<file path="src/rtl/cam_cmd_pkg.sv">
package cam_cmd_pkg;

   typedef enum logic [2:0] {
      OP_NONE,
      OP_WR_NF,
      OP_RD_HPM,
      OP_MEM2CR,
      OP_CR2AR,
      OP_CR2NF,
      OP_CR2HPM
   } cam_op_e;

   localparam logic [5:0] OPC_BUS_NF   = 6'b000001;
   localparam logic [5:0] OPC_AR_MOVE  = 6'b001100;
   localparam logic [5:0] OPC_CR_NF    = 6'b001101;
   localparam logic [5:0] OPC_CR_HPM   = 6'b001110;
   localparam int         OPC_W        = 6;

endpackage

</file>
<file path="src/rtl/cam_cmd_decode.sv">
module cam_cmd_decode
   import cam_cmd_pkg::*;
#(
   parameter int CMD_W  = 12,
   parameter int MSEL_W = 3
) (
   input  logic              cmd_valid,
   input  logic [CMD_W-1:0]  cmd,
   input  logic              wr_en,
   input  logic              half_hi,
   output cam_op_e           op,
   output logic [MSEL_W-1:0] msel,
   output logic              half_err
);

   if (CMD_W < OPC_W + MSEL_W) begin : g_bad_cmd_w
      $error("cam_cmd_decode: CMD_W too narrow for opcode and mask selector");
   end

   logic [OPC_W-1:0] opc;
   cam_op_e          raw_op;
   logic             cr_move;

   assign opc  = cmd[OPC_W-1:0];
   assign msel = cmd[OPC_W +: MSEL_W];

   always_comb begin
      raw_op = OP_NONE;
      if (cmd_valid) begin
         case (opc)
            OPC_BUS_NF:  raw_op = wr_en ? OP_WR_NF : OP_RD_HPM;
            OPC_AR_MOVE: raw_op = wr_en ? OP_CR2AR : OP_MEM2CR;
            OPC_CR_NF:   raw_op = wr_en ? OP_CR2NF : OP_NONE;
            OPC_CR_HPM:  raw_op = wr_en ? OP_CR2HPM : OP_NONE;
            default:     raw_op = OP_NONE;
         endcase
      end
   end

   assign cr_move  = (raw_op == OP_MEM2CR) || (raw_op == OP_CR2AR) ||
                     (raw_op == OP_CR2NF)  || (raw_op == OP_CR2HPM);
   assign half_err = cr_move && half_hi;
   assign op       = half_err ? OP_NONE : raw_op;

endmodule

</file>
<file path="src/rtl/cam_mask_bank.sv">
module cam_mask_bank #(
   parameter int W            = 64,
   parameter int N            = 8,
   parameter bit ZERO_IS_NONE = 1'b1,
   localparam int SW          = $clog2(N)
) (
   input  logic          clk,
   input  logic          rst_n,
   input  logic          we,
   input  logic [SW-1:0] waddr,
   input  logic [W-1:0]  wdata,
   input  logic [SW-1:0] sel,
   output logic [W-1:0]  keep
);

   if (N < 2) begin : g_bad_n
      $error("cam_mask_bank: at least two mask registers required");
   end

   logic [W-1:0] regs_q [N];

   always_ff @(posedge clk or negedge rst_n) begin
      if (!rst_n) begin
         for (int i = 0; i < N; i++) regs_q[i] <= '0;
      end else if (we) begin
         regs_q[waddr] <= wdata;
      end
   end

   if (ZERO_IS_NONE) begin : g_zero_none
      assign keep = (sel == '0) ? '0 : regs_q[sel];
   end else begin : g_all_regs
      assign keep = regs_q[sel];
   end

endmodule

</file>
<file path="src/rtl/cam_entry_store.sv">
module cam_entry_store #(
   parameter int W     = 64,
   parameter int DEPTH = 16,
   localparam int AW   = $clog2(DEPTH)
) (
   input  logic             clk,
   input  logic             rst_n,
   input  logic             we,
   input  logic [AW-1:0]    widx,
   input  logic [W-1:0]     wdata,
   input  logic [W-1:0]     wkeep,
   input  logic             wvld,
   input  logic [AW-1:0]    ridx,
   output logic [W-1:0]     rdata,
   output logic [DEPTH-1:0] vld_vec
);

   if (DEPTH < 2 || (1 << AW) != DEPTH) begin : g_bad_depth
      $error("cam_entry_store: DEPTH must be a power of two, at least 2");
   end

   logic [W-1:0] mem_q [DEPTH];
   logic         vld_q [DEPTH];

   always_ff @(posedge clk or negedge rst_n) begin
      if (!rst_n) begin
         for (int i = 0; i < DEPTH; i++) begin
            mem_q[i] <= '0;
            vld_q[i] <= 1'b0;
         end
      end else if (we) begin
         mem_q[widx] <= (mem_q[widx] & wkeep) | (wdata & ~wkeep);
         vld_q[widx] <= wvld;
      end
   end

   assign rdata = mem_q[ridx];

   for (genvar g = 0; g < DEPTH; g++) begin : g_vld
      assign vld_vec[g] = vld_q[g];
   end

endmodule

</file>
<file path="src/rtl/cam_cmd_datapath.sv">
module cam_cmd_datapath
   import cam_cmd_pkg::*;
#(
   parameter int DEPTH   = 16,
   parameter int BUS_W   = 32,
   parameter int NMASK   = 8,
   parameter int CMD_W   = 12,
   localparam int ENT_W  = 2 * BUS_W,
   localparam int AW     = $clog2(DEPTH),
   localparam int MSW    = $clog2(NMASK)
) (
   input  logic             clk,
   input  logic             rst_n,
   input  logic             cmd_valid,
   input  logic [CMD_W-1:0] cmd,
   input  logic             wr_en,
   input  logic             half_hi,
   input  logic             vld_n,
   input  logic [BUS_W-1:0] bus_in,
   output logic [BUS_W-1:0] bus_out,
   output logic             bus_oe,
   input  logic [AW-1:0]    nf_idx,
   input  logic             nf_avail,
   input  logic [AW-1:0]    hpm_idx,
   input  logic             hpm_hit,
   input  logic             ar_we,
   input  logic [AW-1:0]    ar_din,
   input  logic             mask_we,
   input  logic [MSW-1:0]   mask_addr,
   input  logic [ENT_W-1:0] mask_din,
   output logic [ENT_W-1:0] cmp_q,
   output logic [DEPTH-1:0] entry_valid,
   output logic             err
);

   if (NMASK != 8) begin : g_bad_nmask
      $error("cam_cmd_datapath: mask selector field is three bits wide");
   end

   cam_op_e          op;
   logic [MSW-1:0]   msel;
   logic             half_err;
   logic [ENT_W-1:0] keep;
   logic [AW-1:0]    ar_q;
   logic             st_we;
   logic [AW-1:0]    st_widx;
   logic [ENT_W-1:0] st_wdata;
   logic [ENT_W-1:0] st_wkeep;
   logic [AW-1:0]    st_ridx;
   logic [ENT_W-1:0] st_rdata;
   logic [ENT_W-1:0] bus_wide;
   logic [ENT_W-1:0] bus_keep;

   cam_cmd_decode #(.CMD_W(CMD_W), .MSEL_W(MSW)) u_dec (
      .cmd_valid (cmd_valid),
      .cmd       (cmd),
      .wr_en     (wr_en),
      .half_hi   (half_hi),
      .op        (op),
      .msel      (msel),
      .half_err  (half_err)
   );

   cam_mask_bank #(.W(ENT_W), .N(NMASK), .ZERO_IS_NONE(1'b1)) u_masks (
      .clk   (clk),
      .rst_n (rst_n),
      .we    (mask_we),
      .waddr (mask_addr),
      .wdata (mask_din),
      .sel   (msel),
      .keep  (keep)
   );

   cam_entry_store #(.W(ENT_W), .DEPTH(DEPTH)) u_store (
      .clk     (clk),
      .rst_n   (rst_n),
      .we      (st_we),
      .widx    (st_widx),
      .wdata   (st_wdata),
      .wkeep   (st_wkeep),
      .wvld    (~vld_n),
      .ridx    (st_ridx),
      .rdata   (st_rdata),
      .vld_vec (entry_valid)
   );

   // Bus data is placed in one half; the other half is protected entirely.
   assign bus_wide = half_hi ? {bus_in, {BUS_W{1'b0}}} : {{BUS_W{1'b0}}, bus_in};
   assign bus_keep = half_hi ? {keep[ENT_W-1:BUS_W], {BUS_W{1'b1}}}
                             : {{BUS_W{1'b1}}, keep[BUS_W-1:0]};
   assign st_ridx  = (op == OP_RD_HPM) ? hpm_idx : ar_q;

   always_comb begin
      st_we    = 1'b0;
      st_widx  = nf_idx;
      st_wdata = cmp_q;
      st_wkeep = keep;
      case (op)
         OP_WR_NF: begin
            st_we    = nf_avail;
            st_wdata = bus_wide;
            st_wkeep = bus_keep;
         end
         OP_CR2AR: begin
            st_we   = 1'b1;
            st_widx = ar_q;
         end
         OP_CR2NF: st_we = nf_avail;
         OP_CR2HPM: begin
            st_we   = hpm_hit;
            st_widx = hpm_idx;
         end
         default: st_we = 1'b0;
      endcase
   end

   always_ff @(posedge clk or negedge rst_n) begin
      if (!rst_n) begin
         ar_q    <= '0;
         cmp_q   <= '0;
         bus_out <= '0;
         bus_oe  <= 1'b0;
         err     <= 1'b0;
      end else begin
         err    <= half_err;
         bus_oe <= (op == OP_RD_HPM) && hpm_hit;
         if (ar_we) ar_q <= ar_din;
         if (op == OP_MEM2CR) cmp_q <= (cmp_q & keep) | (st_rdata & ~keep);
         if ((op == OP_RD_HPM) && hpm_hit)
            bus_out <= half_hi ? st_rdata[ENT_W-1:BUS_W] : st_rdata[BUS_W-1:0];
      end
   end

endmodule

</file>
<file path="config.mk">
export PLATFORM = sky130hd
export DESIGN_NAME = cam_cmd_datapath
export DESIGN_NICKNAME = d
export VERILOG_FILES = /design/src/rtl/cam_cmd_pkg.sv /design/src/rtl/cam_cmd_decode.sv /design/src/rtl/cam_mask_bank.sv /design/src/rtl/cam_entry_store.sv /design/src/rtl/cam_cmd_datapath.sv
export SDC_FILE = /design/constraint.sdc
export NUM_CORES = 2
export LEC_CHECK = 0
export ABC_CLOCK_PERIOD_IN_PS = 3640
export BUFFER_PORTS_ARGS = -buffer_cell sky130_fd_sc_hd__buf_2
export CORE_ASPECT_RATIO = 1.25
export CORE_MARGIN = 4
export CORE_UTILIZATION = 57
export DETAILED_ROUTE_END_ITERATION = 8
export GPL_TIMING_DRIVEN = 1
export PLACE_DENSITY = 0.74
export SYNTH_ARGS = -nofsm -noshare
export SYNTH_HDL_FRONTEND = slang
export SYNTH_HIERARCHICAL = 1
export SYNTH_SLANG_ARGS = --single-unit
</file>
<file path="constraint.sdc">
create_clock -name clk -period 3.64 [get_ports clk]
set_input_delay 0.728 -clock clk [delete_from_list [all_inputs] [get_ports clk]]
set_output_delay 0.728 -clock clk [all_outputs]
set_load 0.01 [all_outputs]
</file>
==> run summary <==
The number of nets with antenna violations after routing is 0. The number of antenna violations at the first check in global routing came out at 45. The fraction of the yosys area taken by sequential cells is 42.2%. For this block, the routed nets add up to 360000 um of wire. The number of sinks driven by the clock tree came out at 1590. For this configuration, the core starts out at a cell density of 57.4%. The final layout contains 9064 nets.

Data arrives at the worst endpoint at 4.41 ns. The total of flip-flops plus latches after synthesis is 1590. The total overflow left after global routing is 0. The peak fanout along the critical path came out at 8. Counting flops with a built-in enable in the synthesized netlist gives 0.

Subtracting the final worst setup slack from the clock period gives 3.70 ns. The width of the die is 372 um. The area growth from synthesis to final layout is 16.3%. The worst slack after detailed placement is -0.902 ns. Setup violations remaining at the end of the flow were counted as 11. The highest clock frequency the design can meet came out at 270 MHz. The combined global-route utilization of all metal layers is 40.5%.

The die outline area came out at 0.172 mm^2. The cell type with the highest aggregate area in the netlist is sky130_fd_sc_hd__dfrtp_1. The placer's final routability congestion estimate came out at 0.964. The overall via count from detail_route is 81273. By area, the combinational part of the netlist is dominated by multiplexers. The transition at the pin with the smallest max-transition slack is 1.57 ns. Among all cell types in the netlist, the one instantiated most often is sky130_fd_sc_hd__dfrtp_1.

The cell family contributing the most delay on the critical path is multiplexers. The number of max-cap violations came out at 0. The total power draw is 0.0474 W.

For this design, the slowest cell found on the critical path is sky130_fd_sc_hd__mux4_2. Counting every net in the synthesized netlist gives 8710. The total power divided by cell area came out at 432 mW/mm^2.

The die height came out at 463 um. STA classifies the critical path endpoint as a flip-flop. The classification of the worst-slack hold path is primary input to flip-flop. STA classifies the critical path startpoint as a primary input.

The synthesized cell area is 0.0943 mm^2. No sink is reached through more buffers than the 3 on the longest clock path. The mux share of post-synthesis cell area came out at 25.1%. The number of rows in the core area came out at 166. The worst supply voltage drop on vdd is 0.443 mV. The critical path goes through buf_8 -> or3b_4 -> o31ai_2 -> nand2_1 -> a21oi_4 -> nor3b_4 -> mux2_8 -> buf_12 -> buf_16 -> buf_12 -> buf_4 -> mux4_2 -> mux4_2 -> mux2_2 -> mux2_2. The number of optimization iterations in the first detailed-route pass came out at 7.

In the synthesized netlist the async set-or-reset flop fraction comes to 100%. The via count of the first global-routing pass came to 81589. The number of hold violations in the final report is 0. The number of unique standard cell types used by synthesis is 70. The run finished, with violations left. The number of standard cells in the layout, taps in and fillers out is 11278. The checks that failed: slew limit, setup timing.

A synthesized cell averages 11.0 um^2. On the worst path, the slowest cell contributes a delay of 0.50 ns. The post-detailed-placement half-perimeter wirelength is 234000 um. The maximum number of pins on one net before global-route repair is 110. Input and output buffers added on the ports amount to 243.

The share of layout cells above drive strength 1 came out at 31.8%. During synthesis, Yosys emitted a total of 6 warnings. The most used flip-flop cell after synthesis is sky130_fd_sc_hd__dfrtp_1.

Across all setup checks in the final design, the least slack found is -0.0574 ns. Together, buffers and inverters on the worst path number 5. The first-pass GRT wire length came out at 526000 um. The category of the critical setup timing path is primary input to flip-flop. CTS built an H-tree with a depth of 4. The count of routing violations after the opening detailed-route iteration is 10685. The clock arrives with 0.0394 ns of skew. After clock tree synthesis, the clock-pin slew on the worst setup and hold paths is 0.06 ns.

The DRC violation count after routing came out at 0. Counting tap cells, the placed design contains a total of 10919 instances. 247 I/O pins were placed.

In the post-synthesis netlist, the biggest area contributors are sky130_fd_sc_hd__dfrtp_1 42%, sky130_fd_sc_hd__mux2i_1 9.3%, sky130_fd_sc_hd__mux4_2 7.9%. The area share of the leading cell type in the synthesized netlist is 42.2%. Setup repair after global routing could not meet its margin everywhere. The average routed wire per standard cell is 31.9 um. The final count of pins violating max slew is 4. By count the netlist is led by 1590 x sky130_fd_sc_hd__dfrtp_1, 1449 x sky130_fd_sc_hd__nor2_1, 873 x sky130_fd_sc_hd__mux2i_1. The total leakage power came out at 47.9 nW. The total core area is 0.164 mm^2. TritonCTS created 165 clock buffers.

In this run the clock root is driven by a sky130_fd_sc_hd__clkbuf_16. After technology mapping, the gate count stands at 8577. For the worst-skew pair, the clock arrives at the later sink with an insertion delay of 0.86 ns. Of the total synthesized cell area, the portion taken by AND, OR, NAND and NOR gates is 15.2%.

The compound-cell area share of the yosys netlist came out at 12.4%. The critical path required time is 4.36 ns. The arithmetic-cell share of the synthesized area counting full adders, half adders and majority gates came out at 0%.

The synthesized-area fraction occupied by xor and xnor cells came out at 0.00929%. The CTS tree is done. Using the TritonRoute via totals, the vias-per-cell ratio works out to 7.21. The final cycle utilization of the critical path is 102%. Measured against its own limit, the worst slew margin works out to -4.63%.
[metal layers]
layer	vias up	GRT usage [%]	wire length (um)
met2	6187	59.3	154000
met4	24	24.9	27700
li1	32929	-	-
met1	40286	49.9	124000
met3	1847	16.7	54400
met5	-	0	160
[layout by cell type (no fill, tap or decap), drive strengths merged, types with 65 or more instances in the layout]
| master | count |
|---|---|
| nor2 | 1513 |
| or2 | 128 |
| mux2 | 663 |
| buf | 1033 |
| dfrtp | 1590 |
| o22ai | 65 |
| a31oi | 98 |
| a21oi | 276 |
| nor4 | 385 |
| mux2i | 873 |
| a211oi | 516 |
| mux4 | 332 |
| o21ai | 97 |
| nand2 | 66 |
| clkbuf | 266 |
| nor3 | 640 |
| a22o | 65 |
| a221oi | 178 |
[area by class of cell]
cell class / count / area [um^2]
antenna: 26 / 65.1
clock buffer: 257 / 5100
clock inverter: 47 / 542
fill: 11994 / 54500
inverter: 4 / 15.0
multi-input combinational: 6127 / 50400
sequential: 1590 / 39800
tap: 2184 / 2730
timing repair buffer: 1043 / 11000
[through the flow]
stage | hold WS (ns) | util [%] | area [um^2] | TNS, ns
2_1_floorplan | 0.432 | - | 94900 | -93.01
3_3_place_gp | 0.460 | 63.0 | 103000 | -475.06
3_5_place_dp | 0.459 | 63.0 | 103000 | -509.68
4_1_cts | 0.0883 | 66.4 | 109000 | 0
5_1_grt | 0.103 | 66.8 | 110000 | -1.40
6_report | 0.100 | 66.8 | 110000 | -0.339
[worst register-to-register path, cell delays in order, from the launching register on]
cell	delay, ns
sky130_fd_sc_hd__dfrtp_1	0.43
sky130_fd_sc_hd__mux2_8	0.34
sky130_fd_sc_hd__buf_12	0.16
sky130_fd_sc_hd__buf_16	0.18
sky130_fd_sc_hd__buf_12	0.18
sky130_fd_sc_hd__buf_4	0.13
sky130_fd_sc_hd__mux4_2	0.42
sky130_fd_sc_hd__mux4_2	0.50
sky130_fd_sc_hd__mux2_2	0.27
sky130_fd_sc_hd__mux2_2	0.26
[flip-flops by register name, indices dropped and copies added (netlist names), named ones only]
name / cells
err: 1
bus_oe: 1
u_masks/regs_q: 448
ar_q: 4
bus_out: 32
u_store/mem_q: 1024
u_store/vld_vec: 16
[what timing repair did]
item,in CTS,in global routing
endpoints found under the hold margin,68,0
endpoints found under the setup margin,1,30
hold buffers,1,0
setup buffers,0,16
pin swaps,0,4
gates resized for setup,1,25
gates cloned,0,12
[final timing paths]
check / startpoint / endpoint / slack [ns] / depth (start not counted)
max: cmd[3] / bus_out[20] / -0.06 / 15
min reg2reg: u_store/vld_vec[14] / u_store/vld_vec[14] / 0.48 / 2
min in group asynchronous: rst_n / u_masks/regs_q[388] / 0.45 / 2
max reg2reg: ar_q[0] / bus_out[20] / 0.63 / 9
max in group asynchronous: rst_n / u_store/mem_q[887] / 1.93 / 3
min: ar_din[2] / ar_q[2] / 0.10 / 2
[kinds of logic after synthesis]
| group | count (synthesis) |
|---|---|
| AO/OA/AOI/OAI | 1375 |
| XOR/XNOR | 1 |
| buffers and inverters | 861 |
| flip-flops | 1590 |
| multiplexers | 1867 |
| AND/OR/NAND/NOR | 2883 |
[power breakdown]
group | total [W] | leakage [nW] | switching, W | internal (W)
Sequential | 0.0202 | 21.2 | 0.00101 | 0.0192
Combinational | 0.00927 | 23.9 | 0.00540 | 0.00387
Clock | 0.0179 | 2.78 | 0.00758 | 0.0103
Power figures use the tool's default switching activity.
